## src/rtl/pport_pkg.sv

```systemverilog
package pport_pkg;
  typedef enum logic [2:0] {
    MD_STD    = 3'b000,
    MD_BIDIR  = 3'b001,
    MD_FIFO   = 3'b010,
    MD_ECP    = 3'b011,
    MD_PERIPH = 3'b100,
    MD_RSVD   = 3'b101,
    MD_TEST   = 3'b110,
    MD_CFG    = 3'b111
  } pmode_e;

  localparam int BIT_ERRMASK = 3;
  localparam int BIT_DMAEN   = 4;
  localparam int BIT_SVCDIS  = 5;
endpackage

```

## src/rtl/pport_cfg_reg.sv

```systemverilog
module pport_cfg_reg
  import pport_pkg::*;
(
  input  logic       clk,
  input  logic       rst,
  input  logic       wr_en,
  input  logic [7:0] wdata,
  input  logic       svc_set,
  output pmode_e     mode_q,
  output pmode_e     mode_nx,
  output logic       mask_q,
  output logic       dma_q,
  output logic       svc_dis_q
);
  always_comb begin
    mode_nx = mode_q;
    if (wr_en && (pmode_e'(wdata[2:0]) != MD_RSVD))
      mode_nx = pmode_e'(wdata[2:0]);
  end

  always_ff @(posedge clk) begin
    if (rst) begin
      mode_q    <= MD_STD;
      mask_q    <= 1'b1;
      dma_q     <= 1'b0;
      svc_dis_q <= 1'b1;
    end else begin
      mode_q <= mode_nx;
      if (wr_en) begin
        mask_q    <= wdata[BIT_ERRMASK];
        dma_q     <= wdata[BIT_DMAEN];
        svc_dis_q <= wdata[BIT_SVCDIS];
      end else if (svc_set) begin
        svc_dis_q <= 1'b1;
      end
    end
  end

  assert_rsvd_ignored_R2: assert property (@(posedge clk) disable iff (rst)
    (wr_en && wdata[2:0] == 3'b101) |=> $stable(mode_q));

  assert_hw_rearm_R12: assert property (@(posedge clk) disable iff (rst)
    (svc_set && !wr_en) |=> svc_dis_q);
endmodule

```

## src/rtl/pport_err_irq.sv

```systemverilog
module pport_err_irq
  import pport_pkg::*;
(
  input  logic   clk,
  input  logic   rst,
  input  pmode_e mode_q,
  input  pmode_e mode_nx,
  input  logic   mask_q,
  input  logic   wr_en,
  input  logic   wr_mask,
  input  logic   fault_n,
  output logic   err_pulse
);
  logic fault_d;
  logic edge_hit;
  logic replay_hit;

  assign edge_hit   = (mode_q == MD_ECP) && !mask_q && fault_d && !fault_n;
  assign replay_hit = wr_en && mask_q && !wr_mask && !fault_n && (mode_nx == MD_ECP);

  always_ff @(posedge clk) begin
    if (rst) begin
      fault_d   <= 1'b1;
      err_pulse <= 1'b0;
    end else begin
      fault_d   <= fault_n;
      err_pulse <= edge_hit || replay_hit;
    end
  end

  assert_masked_quiet_R7: assert property (@(posedge clk) disable iff (rst)
    (mask_q && !wr_en) |=> !err_pulse);

  assert_mode_gate_R7: assert property (@(posedge clk) disable iff (rst)
    (mode_q != MD_ECP && mode_nx != MD_ECP) |=> !err_pulse);
endmodule

```

## src/rtl/pport_svc_irq.sv

```systemverilog
module pport_svc_irq #(
  parameter int DEPTH = 16,
  parameter int CNT_W = $clog2(DEPTH + 1)
) (
  input  logic             clk,
  input  logic             rst,
  input  logic             svc_dis,
  input  logic             dma_en,
  input  logic             dir_eff,
  input  logic             dma_tc,
  input  logic [CNT_W-1:0] level,
  input  logic [CNT_W-1:0] wr_th,
  input  logic [CNT_W-1:0] rd_th,
  output logic             svc_set,
  output logic             svc_pulse
);
  localparam logic [CNT_W-1:0] DEPTH_C = CNT_W'(DEPTH);

  logic [CNT_W-1:0] free_w;
  logic             trig;

  assign free_w = (level >= DEPTH_C) ? '0 : (DEPTH_C - level);

  always_comb begin
    if (dma_en)       trig = dma_tc;
    else if (dir_eff) trig = (level >= rd_th);
    else              trig = (free_w >= wr_th);
  end

  assign svc_set = !svc_dis && trig;

  always_ff @(posedge clk) begin
    if (rst) svc_pulse <= 1'b0;
    else     svc_pulse <= svc_set;
  end

  assert_disabled_quiet_R12: assert property (@(posedge clk) disable iff (rst)
    svc_dis |=> !svc_pulse);

  assert_dma_source_R9: assert property (@(posedge clk) disable iff (rst)
    (!svc_dis && dma_en && dma_tc) |=> svc_pulse);
endmodule

```

## src/rtl/pport_mode_ctl.sv

```systemverilog
module pport_mode_ctl
  import pport_pkg::*;
#(
  parameter int DEPTH = 16,
  parameter int CNT_W = $clog2(DEPTH + 1)
) (
  input  logic             clk,
  input  logic             rst,
  input  logic             wr_en,
  input  logic [7:0]       wdata,
  output logic [7:0]       rdata,
  input  logic             fault_n,
  input  logic             dir_in,
  input  logic             dma_tc,
  input  logic [CNT_W-1:0] fifo_level,
  input  logic [CNT_W-1:0] wr_thresh,
  input  logic [CNT_W-1:0] rd_thresh,
  output logic [2:0]       mode,
  output logic             port_dir,
  output logic             fifo_rst,
  output logic             engine_hold,
  output logic             cfg_sel,
  output logic             dma_req_en,
  output logic             err_irq,
  output logic             svc_irq
);
  pmode_e mode_q;
  pmode_e mode_nx;
  logic   mask_q;
  logic   dma_q;
  logic   svc_dis_q;
  logic   svc_set;

  pport_cfg_reg u_reg (
    .clk(clk), .rst(rst), .wr_en(wr_en), .wdata(wdata), .svc_set(svc_set),
    .mode_q(mode_q), .mode_nx(mode_nx), .mask_q(mask_q), .dma_q(dma_q),
    .svc_dis_q(svc_dis_q)
  );

  always_comb begin
    case (mode_q)
      MD_STD:    port_dir = 1'b0;
      MD_PERIPH: port_dir = 1'b1;
      default:   port_dir = dir_in;
    endcase
  end

  pport_err_irq u_err (
    .clk(clk), .rst(rst), .mode_q(mode_q), .mode_nx(mode_nx), .mask_q(mask_q),
    .wr_en(wr_en), .wr_mask(wdata[BIT_ERRMASK]), .fault_n(fault_n),
    .err_pulse(err_irq)
  );

  pport_svc_irq #(.DEPTH(DEPTH), .CNT_W(CNT_W)) u_svc (
    .clk(clk), .rst(rst), .svc_dis(svc_dis_q), .dma_en(dma_q), .dir_eff(port_dir),
    .dma_tc(dma_tc), .level(fifo_level), .wr_th(wr_thresh), .rd_th(rd_thresh),
    .svc_set(svc_set), .svc_pulse(svc_irq)
  );

  assign mode        = mode_q;
  assign fifo_rst    = (mode_q == MD_STD);
  assign engine_hold = (mode_q == MD_TEST);
  assign cfg_sel     = (mode_q == MD_CFG);
  assign dma_req_en  = dma_q && !svc_dis_q;
  assign rdata       = {2'b00, svc_dis_q, dma_q, mask_q, mode_q};

  assert_decode_exclusive_R4: assert property (@(posedge clk) disable iff (rst)
    $onehot0({fifo_rst, engine_hold, cfg_sel}));

  assert_std_dir_R3: assert property (@(posedge clk) disable iff (rst)
    fifo_rst |-> !port_dir);
endmodule

```

## config.mk

```make
export PLATFORM = sky130hd
export DESIGN_NAME = pport_mode_ctl
export DESIGN_NICKNAME = d
export VERILOG_FILES = /design/src/rtl/pport_pkg.sv /design/src/rtl/pport_cfg_reg.sv /design/src/rtl/pport_err_irq.sv /design/src/rtl/pport_svc_irq.sv /design/src/rtl/pport_mode_ctl.sv
export SDC_FILE = /design/constraint.sdc
export NUM_CORES = 1
export LEC_CHECK = 0
export CORE_MARGIN = 2
export CORE_UTILIZATION = 39
export CTS_CLUSTER_DIAMETER = 30
export CTS_CLUSTER_SIZE = 24
export DETAILED_ROUTE_END_ITERATION = 10
export DONT_BUFFER_PORTS = 1
export PLACE_DENSITY = 0.52
export SYNTH_ARGS = -nofsm -noshare
export SYNTH_HDL_FRONTEND = slang
export SYNTH_HIERARCHICAL = 1
export SYNTH_SLANG_ARGS = --single-unit
```

## constraint.sdc

```tcl
create_clock -name clk -period 5 [get_ports clk]
set_input_delay 0.5 -clock clk [delete_from_list [all_inputs] [get_ports clk]]
set_output_delay 0.5 -clock clk [all_outputs]
set_load 0.01 [all_outputs]
```

-- Word level (Yosys, flattened, before mapping)
Index checks and enable logic that the tools add are counted.
- register bits after elaboration: 9
- input port bits: 29
- output and inout port bits: 18
- logic and storage cells: 41
- $add $sub $neg: 1
- magnitude comparators: 3
- equal/unequal tests: 6
- multiplexer cells: 7
- reduce and logical (&&, ||, !) cells: 17
- operators with widths (operator ; count):
    greater-or-equal comparator 5 bit ; 2
    logical AND 1 bit ; 10
    == test 3 bit, second input constant ; 3
    == test 3 x 2 -> 1 bit, second input constant ; 2
    greater-or-equal comparator 5 bit, second input constant ; 1
    two-way mux 5 bit ; 1
    subtractor 5 bit, first input constant ; 1
    logical NOT 1 bit ; 4
    two-way mux 1 bit ; 4
    logical NOT 3 bit ; 1
    two-way mux 3 bit ; 1
    != test 3 bit, second input constant ; 1
    case mux 1 bit (2 select lines) ; 1
    nonzero test 2 bit ; 1
    logical OR 1 bit ; 1

-- Longest topological paths before layout
Gate-level depths: netlist (run 1).
- depth after elaboration: 8
- depth in mapped cells: 13
- depth with buffers taken out: 13

-- Hierarchy
The synthesis (run 1) kept the hierarchy.
- by module, submodules not included (module ; times used ; cells each ; area each (um^2) ; sequential area each (um^2)):
    pport_svc_irq ; 1 ; 52 ; 389.1 ; 20.0
    pport_cfg_reg ; 1 ; 26 ; 260.2 ; 120.1
    pport_mode_ctl ; 1 ; 16 ; 105.1 ; 0.0
    pport_err_irq ; 1 ; 8 ; 97.6 ; 40.0

-- Least setup slack after synthesis (run 1)
Ideal clock, no wire load.
- kind: input to register
- start: input fifo_level[1]
- end: register u_reg.svc_dis_q
- setup time: 0.119 ns
- data arrival time: 2.259 ns
- required time: 4.881 ns
- slack: 2.622 ns
- cell stages on the path: 10
- path buffers: 0
- cell sequence: or4_4 a21oi_2 and2_2 ha_1 a21oi_1 o21ai_0 a22oi_1 a211oi_1 nor3_1 o21bai_1
- longest elaborated chain between the ends: 7
- elaborated cells between the ends (all ways): 9
- classes of those cells: 1 x add/sub; 3 x order compare; 3 x mux; 2 x reduce/logical
- RTL lines (what ; RTL line ; RTL):
    from (decl) ; pport_mode_ctl.sv:15 ; input logic [CNT_W-1:0] fifo_level,
    subtractor 5 bit / greater-or-equal comparator 5 bit (equally long branches) ; pport_svc_irq.sv:22 ; assign free_w = (level >= DEPTH_C) ? '0 : (DEPTH_C - level);
    two-way mux 5 bit ; pport_svc_irq.sv:22 ;
    greater-or-equal comparator 5 bit ; pport_svc_irq.sv:27 ; else trig = (free_w >= wr_th);
    two-way mux 1 bit (*) ; pport_svc_irq.sv:26 ; else if (dir_eff) trig = (level >= rd_th);
    two-way mux 1 bit (*) ; pport_svc_irq.sv:25 ; if (dma_en) trig = dma_tc;
    logical AND 1 bit (*) ; pport_svc_irq.sv:30 ; assign svc_set = !svc_dis && trig;
    net svc_set ; pport_mode_ctl.sv:32 ; logic svc_set;
    nonzero test 2 bit (no source line) (*) ; -- ;
    to (signal assigned) ; pport_cfg_reg.sv:32 ; svc_dis_q <= wdata[BIT_SVCDIS];
    to (decl) ; pport_cfg_reg.sv:13 ; output logic svc_dis_q
The timed path passes the listed nets; every way through them passes the cells marked *.
A chain may end at the register's enable or synchronous reset.

-- Final worst setup path (run 1)
- start: input fifo_level[0]
- end: register u_reg.svc_dis_q
Same word-level chain as after synthesis.

==> results of run 1 <==
[placed cells by master, fill, tap and decap left out, drive strengths merged]
master,n
dfxtp,9
xnor2,1
or2,1
mux2i,4
o21bai,1
conb,2
o31ai,1
o22ai,1
nand4b,1
and3,3
o21ai,2
a22oi,1
mux2,1
or3b,1
a211oi,3
or4bb,1
and2,3
or4b,1
or4,1
nand2,6
nor2,7
nor3,3
nor2b,6
ha,12
nand3,1
a21oi,7
a211o,1
clkbuf,4
inv,10
nor3b,2
a2111oi,1
[cells in the mapped netlist]
cell                        number
sky130_fd_sc_hd__mux2i_1         4
sky130_fd_sc_hd__a2111oi_0       1
sky130_fd_sc_hd__a211oi_1        2
sky130_fd_sc_hd__xnor2_1         1
sky130_fd_sc_hd__mux2_1          1
sky130_fd_sc_hd__nor2b_1         6
sky130_fd_sc_hd__nor2_1          7
sky130_fd_sc_hd__nor3_1          3
sky130_fd_sc_hd__o31ai_1         1
sky130_fd_sc_hd__nand3_1         1
sky130_fd_sc_hd__o21ai_0         2
sky130_fd_sc_hd__and3_2          1
sky130_fd_sc_hd__a211oi_2        1
sky130_fd_sc_hd__nor3b_1         2
sky130_fd_sc_hd__a22oi_1         1
sky130_fd_sc_hd__inv_1          10
sky130_fd_sc_hd__a21oi_2         1
sky130_fd_sc_hd__buf_6           1
sky130_fd_sc_hd__and3_1          2
sky130_fd_sc_hd__dfxtp_1         9
sky130_fd_sc_hd__buf_4           8
sky130_fd_sc_hd__or2_2           1
sky130_fd_sc_hd__ha_1           12
sky130_fd_sc_hd__o22ai_2         1
sky130_fd_sc_hd__or4b_1          1
sky130_fd_sc_hd__nand4b_1        1
sky130_fd_sc_hd__and2_2          3
sky130_fd_sc_hd__or3b_2          1
sky130_fd_sc_hd__o21bai_1        1
sky130_fd_sc_hd__or4_4           1
sky130_fd_sc_hd__nand2_1         6
sky130_fd_sc_hd__a211o_1         1
sky130_fd_sc_hd__or4bb_1         1
sky130_fd_sc_hd__a21oi_1         6
sky130_fd_sc_hd__conb_1          1
[per-layer routing]
metal	wire length [um]	up-vias	GRT usage, %
li1	-	346	-
met1	813	281	16.4
met2	728	33	20.4
met3	139	0	7.44
met4	0	0	3.15
met5	0	-	0
[power by group through the flow]
stage	logic, mW	clock network, mW	registers, mW
global route	0.0484	0.0610	0.0837
finish	0.0412	0.0554	0.0829
floorplan	0.0430	0	0.0814
global placement	0.0397	0	0.0845
CTS	0.0416	0.0578	0.0830
detailed placement	0.0413	0	0.0847
[through the flow]
stage	power (mW)	worst slack (ns)	util [%]	hold slack [ns]	cells
after floorplan	0.124	2.62	-	0.477	103
after global placement	0.124	2.45	40.9	0.567	121
after detailed placement	0.126	2.38	40.9	0.567	121
after CTS	0.182	2.65	42.2	0.286	125
after global routing	0.193	2.44	42.2	0.286	125
final	0.180	2.65	42.2	0.297	125
[path summary, 6_finish.rpt]
check	endpoint	slack, ns	start	cells after the start
worst min register to register	u_svc/svc_pulse$_SDFF_PP0_	0.58	u_reg/svc_dis_q$_SDFFE_PP1P_	1
worst max-delay path	u_reg/svc_dis_q$_SDFFE_PP1P_	2.65	fifo_level[0]	13
worst max register to register	u_reg/svc_dis_q$_SDFFE_PP1P_	2.97	u_reg/mode_q[0]$_SDFF_PP0_	7
worst min-delay path	u_reg/mode_q[0]$_SDFF_PP0_	0.30	rst	1
[sequential cells by signal, summed over array words and instances (netlist names)]
name / cells
u_svc/svc_pulse: 1
u_reg/svc_dis_q: 1
u_err/fault_d: 1
u_reg/mask_q: 1
u_err/err_pulse: 1
u_reg/dma_q: 1
u_reg/mode_q: 3
[cells by family (layout without fill, tap and decap cells)]
kind of cell    after synthesis  count (layout)  synth area share (%)
simple gates                 37              37                  25.8
buf+inv                      19              14                  12.8
compound gates               18              18                  15.1
fa+ha+maj                    12              12                  17.6
flops                         9               9                  21.1
mux                           5               5                  6.02
other cells                   1               2                 0.440
xor+xnor                      1               1                  1.03
[layout make-up]
| type | count | area (um^2) |
|---|---|---|
| Fill cell | 219 | 1160 |
| Tap cell | 27 | 33.8 |
| Multi-Input combinational cell | 75 | 567 |
| Sequential cell | 9 | 180 |
| Clock buffer | 4 | 26.3 |
| Inverter | 10 | 37.5 |
==> reports/qor.yml, run 1 <==
arrival_ns: 2.49
fp.dieArea_um2: 2570
power-per-cell-area_nw_per_um2: 213
peakVddDrop_mv: 0.171
gp_congestion: 0.749
criticalPathCategory: "input port to flop"
area_growth_pct: -0.881
dp_hpwl_um: 1390
worst_path_most_repeated_cell: "sky130_fd_sc_hd__ha_1"
cp.buffers_inverters: 1
grt_remaining_overflow: 0
path_clk_slew_ns: 0.06
drt_pass1_iterations: 3
crit_path_top_delay_cell: "sky130_fd_sc_hd__ha_1"
port_buffers: 0
worst_path_largest_cell_delay_ns: 0.28
share_comb_of_total_power_pct: 23.0
global_route.usage.total_pct: 13.4
first_global_vias: 627
die_y_um: 50.7
placeable_core_region_um2: 2000
yosysWarningCount: 6
diodes: 0
crit_chain: "inv_1 > ha_1 > nor3b_1 > ha_1 > a21oi_2 > and2_2 > ha_1 > a21oi_1 > o21ai_0 > a22oi_1 > a211oi_1 > nor3_1 > o21bai_1"
post-route-period-util_pct: 47.0
maxCapViolations: 0
crit_required_ns: 5.14
fin_nets: 140
drt-initial-drc-count: 9
cts_made_buffers: 3
clock_power_share_pct: 30.9
insertion_delay_ns: 0.26
dr_total_vias: 660
drt-vias-per-instance: 5.28
hp-class: "input port to flop"
final_antenna_net_count: 0
critical-path-top-delay-family: "compound AO/OA/AOI/OAI gates"
skew_ns: 0.00632
die_w_um: 50.7
rsz0062_at_grt: "no"
postSynthCellCount: 102
critPathLaunchType: "input port"
grt_max_degree: 11
netlist_area_um2: 852
antenna_found_initial: 0
postCtsSetupRepairBufs: 0
cell_int_power_mw: 0.126
grt_pass1_wl_um: 2590
hold_buffers: 0
wire_per_inst_um: 13.4
initial_utilization_pct: 42.6
placed_area_um2: 818
yosysTopAreaCellShare_pct: 21.1
finalSetupViolCount: 0
num_io_pins: 47
post_synth_num_cell_types: 35
number_of_sinks_on_the_clock_net: 9
drive_gt1_share_pct: 13.3
drv_slew: 0
ys_ff_latch: 9
postCtsResizedCells: 0
fin_area_um2: 845
cellLeakagePower_nw: 0.392
syn-mean-instance-area_um2: 8.35
netlist_top_cells_area: "sky130_fd_sc_hd__dfxtp_1 21%, sky130_fd_sc_hd__ha_1 18%, sky130_fd_sc_hd__buf_4 7.0%"
fmax_mhz: 426
setup.worst_path.end_class: "flop"
postRouteWirelength_um: 1680
status: "complete, no violations"
cell_type_with_the_highest_aggregate_area_in_the_netlist: "sky130_fd_sc_hd__dfxtp_1"
fraction_of_power_spent_switching_nets_pct: 29.5
totalNegativeSetupSlack_ns: 0
layout_min_cycle_time_ns: 2.35
tritoncts: "built"
cts.path.max_buffers: 2
worst-path-max-fanout: 5
part_of_the_power_in_registers_pct: 46.2
htreeDepth: 1
switching_power_mw: 0.0530
sequential_element_share_of_the_synthesized_area_pct: 21.1
cell_at_the_root_of_the_clock_tree: "sky130_fd_sc_hd__clkbuf_4"
post-route-drc-count: 0
placementRows: 16
final_hold_viol_count: 0
Note: power is estimated with default switching activity, not from simulation.
==> inputs of run 2 (changes only) <==
==> constraint.sdc (replaced) <==
create_clock -name clk -period 2.25 [get_ports clk]
set_input_delay 0.225 -clock clk [delete_from_list [all_inputs] [get_ports clk]]
set_output_delay 0.225 -clock clk [all_outputs]
set_load 0.01 [all_outputs]
==> run 2 against run 1 <==
  * Sequential power rose by 120%
  * Clock-buffer cell count did not move
  * Clock power rose by 130%
  * Routed wire length rose by 1.8%
  * Core utilization rose by 2.4 points
  * Critical path depth fell by 3
  * Largest cell class unchanged
==> reports/qor.yml, run 2 (synthesis results as in run 1) <==
crit_required_ns: 2.41  # -2.73 ns
switching_power_mw: 0.126  # +140%
setup.worst_path.end_class: "flop"
area_growth_pct: 4.70
drive_gt1_share_pct: 17.3  # +4.0 points
totalNegativeSetupSlack_ns: 0  # unchanged
drt-vias-per-instance: 5.29  # +0.19%
wire_per_inst_um: 13.1  # -2.8%
hp-class: "input port to flop"
peakVddDrop_mv: 0.373  # +120%
dr_total_vias: 693  # +5.0%
top_register: "u_reg/mode_q"
share_comb_of_total_power_pct: 25.6  # +2.6 points
fin_cells: 131  # +4.8%
drt_pass1_iterations: 4  # +1
maxCapViolations: 0  # unchanged
drv_slew: 0  # unchanged
first_global_vias: 659  # +5.1%
global_route.usage.total_pct: 14.4  # +0.97 points
diodes: 0  # unchanged
cell_at_the_root_of_the_clock_tree: "sky130_fd_sc_hd__clkbuf_4"
arrival_ns: 2.12  # -0.37 ns
layout_min_cycle_time_ns: 1.97
cts.path.max_buffers: 2  # unchanged
post-route-drc-count: 0  # unchanged
cts_made_buffers: 3  # unchanged
final_core_utilization_pct: 44.6  # +2.4 points
grt_pass1_wl_um: 2840  # +9.9%
part_of_the_power_in_registers_pct: 43.1  # -3.1 points
grt_remaining_overflow: 0  # unchanged
rsz0062_at_grt: "no"
insertion_delay_ns: 0.27  # about the same
final_hold_viol_count: 0  # unchanged
num_io_pins: 47  # unchanged
tritoncts: "built"
place_inst: 126  # +4.1%
worst-path-max-fanout: 5  # unchanged
hold_buffers: 0  # unchanged
initial_utilization_pct: 42.6  # unchanged
power-per-cell-area_nw_per_um2: 464  # +120%
number_of_sinks_on_the_clock_net: 9  # unchanged
drt-initial-drc-count: 8  # -1
cellLeakagePower_nw: 0.421  # +7.6%
postRouteWirelength_um: 1710  # +1.8%
postCtsSetupRepairBufs: 0  # unchanged
fmax_mhz: 509
criticalPathCategory: "input port to flop"
worst_hold_slack_ns: 0.0195  # -0.278 ns
postCtsResizedCells: 0  # unchanged
number_of_flip_flops_under_the_largest_register_name: 3  # unchanged
antenna_found_initial: 0  # unchanged
port_buffers: 0  # unchanged
final_antenna_net_count: 0  # unchanged
most_common_cell_after_layout_fill_and_taps_aside: "sky130_fd_sc_hd__ha_1"
fp.dieArea_um2: 2570  # unchanged
grt_max_degree: 11  # unchanged
placeable_core_region_um2: 2000  # unchanged
critPathLaunchType: "input port"
dp_hpwl_um: 1440  # +3.2%
clock_power_share_pct: 31.3  # +0.4 points
die_y_um: 50.7  # unchanged
die_w_um: 50.7  # unchanged
cell_int_power_mw: 0.289  # +130%
post-route-period-util_pct: 87.4
status: "complete, no violations"
skew_ns: 0.00430  # -0.00203 ns
placementRows: 16  # unchanged
fin_nets: 146  # +4.3%
htreeDepth: 1  # unchanged
fraction_of_power_spent_switching_nets_pct: 30.3  # +0.79 points
finalSetupViolCount: 0  # unchanged
path_clk_slew_ns: 0.07  # about the same
layout_common_cells: "12 x sky130_fd_sc_hd__ha_1, 10 x sky130_fd_sc_hd__inv_1, 9 x sky130_fd_sc_hd__dfxtp_1"
gp_congestion: 0.753  # +0.56%
## run 2: changes by cell type in the layout (fill, tap and decap cells not counted), sizes merged
cell / change
buf: +5
dlygate4sd3: +1
## run 2: final timing paths
kind / depth (start not counted) / end / start / slack [ns]
max reg2reg: 7 / u_reg/svc_dis_q$_SDFFE_PP1P_ / u_reg/mode_q[0]$_SDFF_PP0_ / 0.45
max: 10 / u_reg/svc_dis_q$_SDFFE_PP1P_ / fifo_level[1] / 0.28
min: 1 / u_reg/mode_q[1]$_SDFF_PP0_ / rst / 0.02
min reg2reg: 1 / u_svc/svc_pulse$_SDFF_PP0_ / u_reg/svc_dis_q$_SDFFE_PP1P_ / 0.59
## run 2: metal layers
metal,up-vias,wire length (um),global-route usage [%]
met1,306,800,18.5
li1,354,-,-
met2,33,748,22.4
met3,0,163,7.14
met5,-,0,0
met4,0,0,1.35
## run 2: final cells by class
type / count / area (um^2)
flip-flops and latches: 9 / 180
multi-input cells: 75 / 567
clock buffers: 4 / 26.3
inverters: 10 / 37.5
repair buffers: 6 / 47.5
fillers: 207 / 1110
well taps: 27 / 33.8
## run 2: worst max-delay path, cell delays in order
cell	delay [ns]
sky130_fd_sc_hd__or4_4	0.52
sky130_fd_sc_hd__a21oi_2	0.20
sky130_fd_sc_hd__and2_2	0.17
sky130_fd_sc_hd__ha_1	0.23
sky130_fd_sc_hd__a21oi_1	0.13
sky130_fd_sc_hd__o21ai_0	0.10
sky130_fd_sc_hd__a22oi_1	0.22
sky130_fd_sc_hd__a211oi_1	0.11
sky130_fd_sc_hd__nor3_1	0.14
sky130_fd_sc_hd__o21bai_1	0.07
## run 2: metrics by stage
stage,instance area (um^2),total power [mW],setup WS [ns]
finish,892,0.414,0.284
global route,892,0.446,0.0874
CTS,882,0.420,0.267
detailed placement,856,0.287,-0.0191
global placement,856,0.284,0.00448
floorplan,856,0.276,0.147
## run 2: power by group through the flow
| stage | logic [mW] | registers [mW] | clock network, mW |
|---|---|---|---|
| 4_1_cts | 0.106 | 0.179 | 0.135 |
| 2_1_floorplan | 0.0955 | 0.181 | 0 |
| 6_report | 0.106 | 0.179 | 0.130 |
| 3_3_place_gp | 0.102 | 0.182 | 0 |
| 5_1_grt | 0.123 | 0.180 | 0.143 |
| 3_5_place_dp | 0.105 | 0.182 | 0 |
==> inputs of run 3 (changes only) <==
--- a/config.mk
+++ b/config.mk
@@ -11,7 +11,7 @@
 export CTS_CLUSTER_SIZE = 24
 export DETAILED_ROUTE_END_ITERATION = 10
 export DONT_BUFFER_PORTS = 1
-export PLACE_DENSITY = 0.52
+export PLACE_DENSITY = 0.63
 export SYNTH_ARGS = -nofsm -noshare
 export SYNTH_HDL_FRONTEND = slang
 export SYNTH_HIERARCHICAL = 1
==> run 3 against run 2 <==
  * Setup slack got worse by 0.031 ns
  * Fmax fell by 1.6%
  * Final area fell by 1.4%
  * Combinational power shrank 4%
  * Non-clock buffer count is 2 lower
  * Clock skew decreased by 0.0034 ns
  * Sequential power is essentially flat
  * Die area stayed put
  * Sequential share of layout area grew 0.29 points
  * Cell count shrank 1.5%
  * Register-to-register slack hardly changed
  * Total power decreased by 2.8%
==> reports/qor.yml, run 3 (synthesis results as in run 1) <==
dr_total_vias: 699  # +0.87%
drt-initial-drc-count: 10  # +2
grt_pass1_wl_um: 2810  # -1.2%
top_register: "u_reg/mode_q"
rsz0062_at_grt: "no"
antenna_found_initial: 0  # unchanged
share_comb_of_total_power_pct: 25.4  # -0.2 points
fin_nets: 144  # -1.4%
crit_required_ns: 2.40  # about the same
maxCapViolations: 0  # unchanged
number_of_sinks_on_the_clock_net: 9  # unchanged
insertion_delay_ns: 0.25  # -0.02 ns
drt_pass1_iterations: 3  # -1
grt_remaining_overflow: 0  # unchanged
part_of_the_power_in_registers_pct: 44.3  # +1.2 points
grt_max_degree: 11  # unchanged
drv_slew: 0  # unchanged
worst_hold_path.num_cells: 1  # unchanged
cell_int_power_mw: 0.286  # -0.90%
postCtsResizedCells: 0  # unchanged
layout_common_cells: "12 x sky130_fd_sc_hd__ha_1, 10 x sky130_fd_sc_hd__inv_1, 9 x sky130_fd_sc_hd__dfxtp_1"
htreeDepth: 1  # unchanged
r2r_cells: 8  # +1
timing.final.ws_setup_ns: 0.253  # -0.0313 ns
power-per-cell-area_nw_per_um2: 458  # -1.4%
die_w_um: 50.7  # unchanged
num_io_pins: 47  # unchanged
placementRows: 16  # unchanged
final_antenna_net_count: 0  # unchanged
switching_power_mw: 0.117  # -7.2%
cellLeakagePower_nw: 0.414  # -1.8%
postCtsSetupRepairBufs: 0  # unchanged
post-route-period-util_pct: 88.8  # +1.4 points
wire_per_inst_um: 13.1  # +0.36%
die_y_um: 50.7  # unchanged
skew_ns: 0.000871  # -0.00343 ns
most_common_cell_after_layout_fill_and_taps_aside: "sky130_fd_sc_hd__ha_1"
place_inst: 125  # -0.79%
status: "complete, no violations"
peakVddDrop_mv: 0.323  # -14%
dp_hpwl_um: 1450  # +0.44%
fraction_of_power_spent_switching_nets_pct: 29.0  # -1.4 points
finalSetupViolCount: 0  # unchanged
setup.worst_path.end_class: "flop"
area_growth_pct: 3.23
initial_utilization_pct: 42.6  # unchanged
path_clk_slew_ns: 0.06  # about the same
port_buffers: 0  # unchanged
arrival_ns: 2.14  # +0.02 ns
fmax_mhz: 501  # -1.6%
postRouteWirelength_um: 1690  # -1.2%
hold_buffers: 0  # unchanged
diodes: 0  # unchanged
clock_power_share_pct: 30.3  # -1.0 points
placeable_core_region_um2: 2000  # unchanged
critPathLaunchType: "input port"
post-route-drc-count: 0  # unchanged
hp-class: "input port to flop"
detailedPlace.worstSlack_ns: -0.0669  # -0.0477 ns
finalPower_mw: 0.403  # -2.8%
final_hold_viol_count: 0  # unchanged
fp.dieArea_um2: 2570  # unchanged
drt-vias-per-instance: 5.42  # +2.4%
tritoncts: "built"
cell_at_the_root_of_the_clock_tree: "sky130_fd_sc_hd__clkbuf_4"
cts.path.max_buffers: 2  # unchanged
first_global_vias: 679  # +3.0%
worst-path-max-fanout: 5  # unchanged
drive_gt1_share_pct: 17.6  # +0.34 points
global_route.usage.total_pct: 14.1  # -0.28 points
cts_made_buffers: 3  # unchanged
fin_cells: 129  # -1.5%
totalNegativeSetupSlack_ns: 0  # unchanged
number_of_flip_flops_under_the_largest_register_name: 3  # unchanged
gp_congestion: 0.733  # -2.6%
criticalPathCategory: "input port to flop"
layout_min_cycle_time_ns: 2.00  # +0.0313 ns
## run 3: area by class of cell
cell class / instances / area, um^2
Tap cell: 27 / 33.8
Inverter: 10 / 37.5
Timing Repair Buffer: 4 / 30.0
Fill cell: 206 / 1120
Sequential cell: 9 / 180
Clock buffer: 4 / 26.3
Multi-Input combinational cell: 75 / 572
## run 3: path summary, 6_finish.rpt
path	start	end	slack, ns
worst max-delay path	fifo_level[0]	u_reg/svc_dis_q$_SDFFE_PP1P_	0.25
worst min-delay path	rst	u_reg/mode_q[0]$_SDFF_PP0_	0.03
worst max register to register	u_reg/mode_q[0]$_SDFF_PP0_	u_reg/svc_dis_q$_SDFFE_PP1P_	0.45
worst min register to register	u_reg/dma_q$_SDFFE_PP0P_	u_reg/dma_q$_SDFFE_PP0P_	0.60
## run 3: worst max-delay path: stages
cell and delay [ns]:
sky130_fd_sc_hd__inv_1 0.04, sky130_fd_sc_hd__ha_1 0.20, sky130_fd_sc_hd__nor3b_2 0.16, sky130_fd_sc_hd__ha_1 0.18, sky130_fd_sc_hd__a21oi_2 0.16, sky130_fd_sc_hd__and2_2 0.17
sky130_fd_sc_hd__ha_1 0.23, sky130_fd_sc_hd__a21oi_1 0.13, sky130_fd_sc_hd__o21ai_0 0.10, sky130_fd_sc_hd__a22oi_1 0.23, sky130_fd_sc_hd__a211oi_1 0.10, sky130_fd_sc_hd__nor3_1 0.15
sky130_fd_sc_hd__o21bai_1 0.08
## run 3: layer usage
metal  GRT usage, %  share of wire (%)
met1           14.8                 39
met2           27.2                 53
met3           5.36                7.4
met4           1.35                  0
met5              0                  0
## run 3: power by group through the flow
stage | Sequential, mW | Combinational (mW) | Clock (mW)
global route | 0.180 | 0.121 | 0.135
CTS | 0.179 | 0.104 | 0.128
floorplan | 0.181 | 0.0955 | 0
finish | 0.178 | 0.102 | 0.122
global placement | 0.182 | 0.0998 | 0
detailed placement | 0.182 | 0.104 | 0
## run 3: per-stage QoR
stage	hold slack [ns]	area, um^2	util, %
final	0.0318	880	43.9
after global routing	0.0201	880	43.9
after CTS	0.0203	875	43.7
after detailed placement	0.295	848	42.4
after global placement	0.292	848	42.4
after floorplan	0.290	856	-
